--- src/rtl/vc_l1_cache.sv ---
module vc_l1_cache #(
  parameter int ADDR_W = 10,
  parameter int IDX_W  = 3,
  parameter int DATA_W = 32,
  parameter int VC_N   = 2
) (
  input  logic              clk,
  input  logic              rst_n,
  input  logic              pe_keep_good,
  input  logic              req_valid,
  output logic              req_ready,
  input  logic [ADDR_W-1:0] req_addr,
  output logic              resp_valid,
  output logic [DATA_W-1:0] resp_data,
  output logic              mem_req_valid,
  output logic [ADDR_W-1:0] mem_req_addr,
  input  logic              mem_resp_valid,
  input  logic [DATA_W-1:0] mem_resp_data,
  input  logic              mem_resp_par
);
  localparam int LINES = 1 << IDX_W;
  localparam int TAG_W = ADDR_W - IDX_W;
  localparam int KW    = (VC_N > 1) ? $clog2(VC_N) : 1;

  typedef enum logic [1:0] {S_IDLE, S_SWAP, S_WAIT} st_t;
  st_t state;

  logic              dm_v   [LINES];
  logic [TAG_W-1:0]  dm_tag [LINES];
  logic [DATA_W-1:0] dm_dat [LINES];
  logic              dm_p   [LINES];

  logic [VC_N-1:0]   vc_v;
  logic [ADDR_W-1:0] vc_a   [VC_N];
  logic [DATA_W-1:0] vc_dat [VC_N];
  logic              vc_p   [VC_N];
  logic [KW-1:0]     vc_age [VC_N];

  logic [ADDR_W-1:0] r_addr;
  logic [KW-1:0]     r_k;
  logic              r_pe;

  assign req_ready = (state == S_IDLE);

  wire [IDX_W-1:0] q_idx  = req_addr[IDX_W-1:0];
  wire [TAG_W-1:0] q_tag  = req_addr[ADDR_W-1:IDX_W];
  wire             q_tagm = dm_v[q_idx] && (dm_tag[q_idx] == q_tag);
  wire             q_perr = (^dm_dat[q_idx]) != dm_p[q_idx];
  wire             dm_hit = q_tagm && !q_perr;

  logic [VC_N-1:0] vc_match;
  logic [KW-1:0]   vc_k;
  always_comb begin
    vc_k = '0;
    for (int j = 0; j < VC_N; j++) begin
      vc_match[j] = vc_v[j] && (vc_a[j] == req_addr);
      if (vc_match[j]) vc_k = KW'(j);
    end
  end

  wire [IDX_W-1:0]  r_idx    = r_addr[IDX_W-1:0];
  wire [ADDR_W-1:0] occ_addr = {dm_tag[r_idx], r_idx};
  wire              occ_ok   = dm_v[r_idx] && ((^dm_dat[r_idx]) == dm_p[r_idx]);
  wire [ADDR_W-1:0] push_addr = occ_ok ? occ_addr : r_addr;
  wire              fill_push = (state == S_WAIT) && mem_resp_valid &&
                                (occ_ok || (r_pe && pe_keep_good));

  logic [VC_N-1:0] p_match;
  logic [KW-1:0]   sel;
  always_comb begin
    sel = '0;
    for (int j = 0; j < VC_N; j++)
      p_match[j] = vc_v[j] && (vc_a[j] == push_addr);
    for (int j = VC_N - 1; j >= 0; j--)
      if (vc_age[j] == KW'(VC_N - 1)) sel = KW'(j);
    for (int j = VC_N - 1; j >= 0; j--)
      if (!vc_v[j]) sel = KW'(j);
    for (int j = VC_N - 1; j >= 0; j--)
      if (p_match[j]) sel = KW'(j);
  end

  wire          touch  = (state == S_SWAP) || fill_push;
  wire [KW-1:0] t_slot = (state == S_SWAP) ? r_k : sel;

  always_ff @(posedge clk or negedge rst_n) begin
    if (!rst_n) begin
      state         <= S_IDLE;
      r_addr        <= '0;
      r_k           <= '0;
      r_pe          <= 1'b0;
      resp_valid    <= 1'b0;
      resp_data     <= '0;
      mem_req_valid <= 1'b0;
      mem_req_addr  <= '0;
      vc_v          <= '0;
      for (int i = 0; i < LINES; i++) begin
        dm_v[i] <= 1'b0; dm_tag[i] <= '0; dm_dat[i] <= '0; dm_p[i] <= 1'b0;
      end
      for (int j = 0; j < VC_N; j++) begin
        vc_a[j] <= '0; vc_dat[j] <= '0; vc_p[j] <= 1'b0; vc_age[j] <= KW'(j);
      end
    end else begin
      resp_valid    <= 1'b0;
      mem_req_valid <= 1'b0;
      case (state)
        S_IDLE: if (req_valid) begin
          r_addr <= req_addr;
          r_k    <= vc_k;
          r_pe   <= q_tagm && q_perr;
          if (dm_hit) begin
            resp_valid <= 1'b1;
            resp_data  <= dm_dat[q_idx];
          end else if (|vc_match) begin
            state <= S_SWAP;
          end else begin
            mem_req_valid <= 1'b1;
            mem_req_addr  <= req_addr;
            state         <= S_WAIT;
          end
        end
        S_SWAP: begin
          dm_v[r_idx]   <= 1'b1;
          dm_tag[r_idx] <= vc_a[r_k][ADDR_W-1:IDX_W];
          dm_dat[r_idx] <= vc_dat[r_k];
          dm_p[r_idx]   <= vc_p[r_k];
          if (occ_ok) begin
            vc_a[r_k]   <= occ_addr;
            vc_dat[r_k] <= dm_dat[r_idx];
            vc_p[r_k]   <= dm_p[r_idx];
            for (int j = 0; j < VC_N; j++)
              if (KW'(j) != r_k && p_match[j]) vc_v[j] <= 1'b0;
          end else begin
            vc_v[r_k] <= 1'b0;
          end
          resp_valid <= 1'b1;
          resp_data  <= vc_dat[r_k];
          state      <= S_IDLE;
        end
        S_WAIT: if (mem_resp_valid) begin
          dm_v[r_idx]   <= 1'b1;
          dm_tag[r_idx] <= r_addr[ADDR_W-1:IDX_W];
          dm_dat[r_idx] <= mem_resp_data;
          dm_p[r_idx]   <= mem_resp_par;
          if (fill_push) begin
            vc_v[sel]   <= 1'b1;
            vc_a[sel]   <= push_addr;
            vc_dat[sel] <= occ_ok ? dm_dat[r_idx] : mem_resp_data;
            vc_p[sel]   <= occ_ok ? dm_p[r_idx] : mem_resp_par;
          end
          resp_valid <= 1'b1;
          resp_data  <= mem_resp_data;
          state      <= S_IDLE;
        end
        default: state <= S_IDLE;
      endcase
      if (touch)
        for (int j = 0; j < VC_N; j++) begin
          if (KW'(j) == t_slot) vc_age[j] <= '0;
          else if (vc_age[j] < vc_age[t_slot]) vc_age[j] <= vc_age[j] + 1'b1;
        end
    end
  end
endmodule

--- config.mk ---
export PLATFORM = sky130hd
export DESIGN_NAME = vc_l1_cache
export DESIGN_NICKNAME = d
export VERILOG_FILES = /design/src/rtl/vc_l1_cache.sv
export SDC_FILE = /design/constraint.sdc
export NUM_CORES = 1
export LEC_CHECK = 0
export BUFFER_PORTS_ARGS = -buffer_cell sky130_fd_sc_hd__buf_2
export CELL_PAD_IN_SITES_DETAIL_PLACEMENT = 0
export CELL_PAD_IN_SITES_GLOBAL_PLACEMENT = 1
export CORE_MARGIN = 2
export CORE_UTILIZATION = 52
export CTS_BUF_LIST = sky130_fd_sc_hd__clkbuf_2
export DETAILED_ROUTE_END_ITERATION = 6
export PLACE_DENSITY = 0.83
export REMOVE_ABC_BUFFERS = 1
export SLEW_MARGIN = 5
export SYNTH_ARGS = -nofsm -noshare
export SYNTH_HDL_FRONTEND = slang
export SYNTH_SLANG_ARGS = --single-unit
--- constraint.sdc ---
create_clock -name clk -period 6.15 [get_ports clk]
set_input_delay 0.9225 -clock clk [delete_from_list [all_inputs] [get_ports clk]]
set_output_delay 0.9225 -clock clk [all_outputs]
set_load 0.005 [all_outputs]
# == Word-level counts from Yosys, hierarchy flattened ==
# Index checks and enable logic that the tools add are counted.
# totals
regBits,476
inputBits,48
word_cells,262
# op_classes
addsub,2
magnitude_cmp,14
eq_ne,18
mux,128
n_bitwise,12
reduce_logical,38
# op_table
cell,n
$bwmux W256,2
$pmux W256 S2,1
$mux W32,14
$mux W256,1
$bmux W32 S3,2
$mux W64,3
$bwmux W64,2
$pmux W64 S2,1
$bwmux W56,2
$pmux W56 S2,1
$demux W32 S3,1
$pmux W32 S3,1
$demux W32 S1,2
$reduce_xor A32 Y1,2
$mux W10,6
$mux W20,3
$mux W56,1
$bmux W7 S3,2
$mux W1,41
$bwmux W20,2
$eq A10 B10 Y1,4
$pmux W20 S2,1
$mux W7,5
$pmux W8 S2,2
44 further kinds,110

# == Depth between registers and ports, before layout ==
# depth
word_depth,21
depth_mapped,22
depth_no_buf,14

# == Least setup slack after synthesis ==
# Ideal clock, no wire load.
# synth_timing
path_kind,input port to flip-flop
startpoint,in req_addr[0]
endpoint,reg resp_data[10]
t_arrival_ps,4664
required_time_ps,6025
path_slack_ps,1362
path_stages,14
path_buffers,6
cell_sequence,clkbuf_1 buf_2 buf_2 buf_2 buf_1 mux4_2 mux2i_1 xnor2_1 nor4_1 nand4_1 nor2b_1 o21ai_1 clkbuf_1 mux2_2
# synth_between
elab_chain_len,10
# synth_rtl
element,line,source
"start, declared",12,"input logic [ADDR_W-1:0] req_addr,"
$not A3 Y4 (implied by the code) (*),"47, 48, 112",
$bmux W32 S3,"48, 112",
$mux W32 (implied by the code) (2 in a row),"48, 112",
$reduce_xor A32 Y1,48,wire q_perr = (^dm_dat[q_idx]) != dm_p[q_idx];
$ne A1 B1 Y1,48,
$logic_not A1 Y1,49,wire dm_hit = q_tagm && !q_perr;
$logic_and A1 B1 Y1,49,
$ne A2 B1 Y1 (no line),--,
$reduce_and A4 Y1 (no line),--,
"end signal, assigned",112,resp_data <= dm_dat[q_idx];
"end signal, assigned",136,resp_data <= vc_dat[r_k];
"end signal, assigned",151,resp_data <= mem_resp_data;
"end, declared",14,"output logic [DATA_W-1:0] resp_data,"
# Every way passes the cells marked *; elsewhere a longest branch is shown, timed or not. The select of a mux whose other input is x is not followed.
# A chain may end at the register's enable or synchronous reset.

# == Worst setup path in the final report ==
# layout_timing
startpoint,reg r_addr[0]
endpoint,reg vc_dat[40] in the netlist's numbering
# layout_between
elab_chain_len,21
# layout_rtl
element,line,source
"start, declared",39,logic [ADDR_W-1:0] r_addr;
"start signal, assigned",107,r_addr <= req_addr;
$not A3 Y4 (implied by the code),--,
$bmux W32 S3,"63, 128, 147",
$mux W32 (implied by the code) (2 in a row),"63, 128, 147",
$reduce_xor A32 Y1,63,wire occ_ok = dm_v[r_idx] && ((^dm_dat[r_idx]) == dm_p[r_idx]);
$eq A1 B1 Y1,63,
$logic_and A1 B1 Y1,63,
$mux W10,64,wire [ADDR_W-1:0] push_addr = occ_ok ? occ_addr : r_addr;
$eq A10 B10 Y1,73,p_match[j] = vc_v[j] && (vc_a[j] == push_addr);
[4 not listed],--,
$ge A2 B2 Y1 (implied by the code) / $lt A2 B1 Y1 (equally long branches),147,vc_dat[sel] <= occ_ok ? dm_dat[r_idx] : mem_resp_data;
$logic_and A1 B1 Y1 (implied by the code),147,
$mux W32,147,
$demux W32 S1,147,
$bwmux W64,147,
$mux W64,144,if (fill_push) begin
$mux W64,139,S_WAIT: if (mem_resp_valid) begin
$pmux W64 S2,105,case (state)
"end signal, assigned by index",128,vc_dat[r_k] <= dm_dat[r_idx];
"end signal, assigned by index",147,
"end, declared",35,logic [DATA_W-1:0] vc_dat [VC_N];
# Parallel ways exist; a longest one is shown, timed or not. The select of a mux whose other input is x is not followed.

==> results.yml <==
outcome:
  status: "finished with violations"
  violations: "design-rule violations"
timing:
  period_share_pct: 92.2
  hold_ws_ps: 67.5
  drv_slew: 0
  rsz0062_at_grt: "no"
  period_minus_slack_ps: 5670
  finalHoldViolations: 0
  setup_ws_ps: 482
  slew_headroom_pct: 39.7
  fmax_mhz: 176
  finClkSkew_ps: 105
  worstMarginPinSlew_ps: 905
  setup_viol: 0
setup_path:
  r2r_cells: 16
  r2r-end: "vc_dat[40]$_DFFE_PN0P_"
  cp-start-kind: "register"
  ff2ff_setup_slack_ps: 480
  crit_start: "r_addr[0]$_DFFE_PN0P_"
  cp-end-kind: "register"
  critPathMaxFanout: 32
  worstPathRequired_ps: 7310
  reg2reg_from: "r_addr[0]$_DFFE_PN0P_"
  crit_arrival_ps: 6830
  crit_end: "vc_dat[40]$_DFFE_PN0P_"
  critical_path_class: "reg2reg"
synth:
  synthTopCellsByArea: "dfrtp_1 (45%), mux4_2 (12%), o21ai_0 (6.4%), nand2_1 (6.4%), mux2i_1 (4.8%)"
  seq_area_frac_synth_pct: 45.1
  synth_top_area_share_pct: 45.0
  syn_avg_cell_area_sq_um: 10.7
  synthesis.area_sq_mm: 0.0264
  syn_inst: 2468
  async_flop_share_pct: 100
  synth-edff-count: 0
  synth_area_leader_cell: "dfrtp_1"
  synthTopCellsByCount: "dfrtp_1 (475), nand2_1 (451), o21ai_0 (340)"
  yosysMostFrequentCell: "dfrtp_1"
  ys_seq_elements: 476
  ys_types: 77
  ys.warnings.count: 0
  synth_ff_type: "dfrtp_1"
placement:
  placed_area_sq_mm: 0.0276
  dp_hpwl_um: 52800
  io_buffers: 92
  gp_congestion: 0.937
  pre_cts_ws_ps: 555
drt:
  drc_errors: 4
  drt-pass1-iter-count: 7
  routed_wl_um: 81000
  wire_per_inst_um: 24.2
  vias_per_cell: 6.25
  drt-initial-drc-count: 2073
  vias: 20900
  ant_nets: 0
clocking:
  post_cts_resized: 0
  cts.clk_slew.worst_paths_ps: 100
  clkSinkCount: 476
  cts_tree: "done"
  clockBufferDepth: 3
  clk_latency_ps: 1270
  htreeDepth: 3
  cts_setup_buffers: 0
  hold_buffers: 25
  numCtsBuffers: 121
  clockRootBuffer: "clkbuf_2"
grt:
  grt_pass1_wl_um: 126000
  grt.total_usage_pct: 31.3
  antenna_found_initial: 3
  grt_max_degree: 148
  grt-ovfl-total: 0
  grt_pass1_vias: 21100
hold_path:
  worst_hold_path_type: "in2reg"
flow_run:
  maxCapViolations: 0
floorplanning:
  dieArea_sq_mm: 0.0526
  dieHeight_um: 229
  fp.dieW_um: 229
  num_rows: 82
  io_pins: 93
  initial_core_util_pct: 52.7
  core_area_sq_mm: 0.0502
cells_and_area:
  area_growth_pct: 9.34
  drive_above_1_share_pct: 23.9
  fill_cells: 4309
  fin_area_sq_mm: 0.0289
  nNetsFinal: 2637
## worst max-delay path, stage by stage (launching register included)
cell      delay, ps
dfrtp_4         880
buf_4           450
mux2_2          380
a221oi_1        220
o21ai_0         250
xor2_1          230
xnor2_1         360
xnor2_2         170
xnor3_2         410
nand2_4         180
mux2i_1         310
o221ai_1        150
a311o_1         370
and2_1          200
o31ai_4         560
buf_12          260
a221o_1         170
## cell families after synthesis
| family | synth area share, % |
|---|---|
| xor gates and xnor gates | 4.98 |
| DFF | 45.1 |
| buffers and inverters | 4.15 |
| and+or+nand+nor | 9.53 |
| AOI/OAI and AO/OA | 15.1 |
| muxes | 21.0 |
| adders and majority gates | 0.189 |
## per-layer routing
layer	vias up	track usage (%)	wire [um]	part of all wire, %
met4	0	12.8	2940	3.6
met5	-	0	0	0
li1	9246	-	-	-
met3	201	7.26	6910	8.5
met2	975	47.9	37200	46
met1	10500	43.2	34000	42
## layout by cell type (no fill, tap or decap), types with 4 or more instances in the layout
cell type        n
clkbuf_2       173
nor3_1           7
nand4_1          6
buf_2           88
or3_1            4
a221o_1         43
clkinv_2         4
clkinvlp_4       4
and2_1          39
dfrtp_1        471
mux4_2         137
nor4_1           6
a22oi_1          7
a32oi_1          4
o21ai_0        340
mux2_2         105
nand2_1        443
nor2_1          24
a2bb2oi_1        9
a221oi_1        77
o221ai_1         9
diode_2          8
a21oi_1         89
and3_1           8
o22ai_1          8
nand2_2          8
xnor2_1         98
nand2b_1        11
inv_1           43
xor2_1          45
dlygate4sd3_1   25
clkinv_1        23
nand3_1         14
buf_4           69
buf_12           9
mux2i_1        127
nor2b_1         15
inv_2            5
a31o_2           6
## final cells by class
cell class / count / area (sq um) / area share, %
multi-input combinational: 1745 / 13500 / 46.6
inverter: 48 / 180 / 0.624
clock inverter: 33 / 175 / 0.606
antenna: 8 / 20.0 / 0.0693
sequential: 476 / 11900 / 41.3
timing repair buffer: 193 / 1420 / 4.90
tap: 672 / 841 / 2.91
clock buffer: 173 / 866 / 3.00
## registers in the layout, summed over array words and instances, names as in the netlist, 8 cells and up
signal / count
dm_dat: 256
dm_p: 8
dm_tag: 56
dm_v: 8
mem_req_addr: 10
r_addr: 10
resp_data: 32
vc_a: 20
vc_dat: 64
## worst min path at each step
stage	slack (ps)	cells past startpoint	to	startpoint
3_5_place_dp	460	2	mem_req_addr[0]$_DFFE_PN0P_	mem_req_addr[0]$_DFFE_PN0P_
5_1_grt	4	3	vc_dat[17]$_DFFE_PN0P_	mem_resp_data[17]
6_report	70	3	vc_dat[12]$_DFFE_PN0P_	mem_resp_data[12]
4_1_cts	0.3	3	vc_dat[37]$_DFFE_PN0P_	mem_resp_data[5]
2_1_floorplan	450	2	r_pe$_DFFE_PN0P_	r_pe$_DFFE_PN0P_
3_3_place_gp	450	2	mem_req_addr[7]$_DFFE_PN0P_	mem_req_addr[7]$_DFFE_PN0P_
## stage by stage
| stage | util (%) | TNS, ps | cells |
|---|---|---|---|
| CTS | 57.5 | 0 | 3340 |
| detailed placement | 55.0 | 0 | 3109 |
| global placement | 55.0 | 0 | 3109 |
| floorplan | - | -223820 | 2269 |
| finish | 57.6 | 0 | 3348 |
| global route | 57.6 | 0 | 3344 |
Power is left out: the tool's default activity adds up to more than one toggle a clock period on the data nets, which glitch-free logic cannot reach.
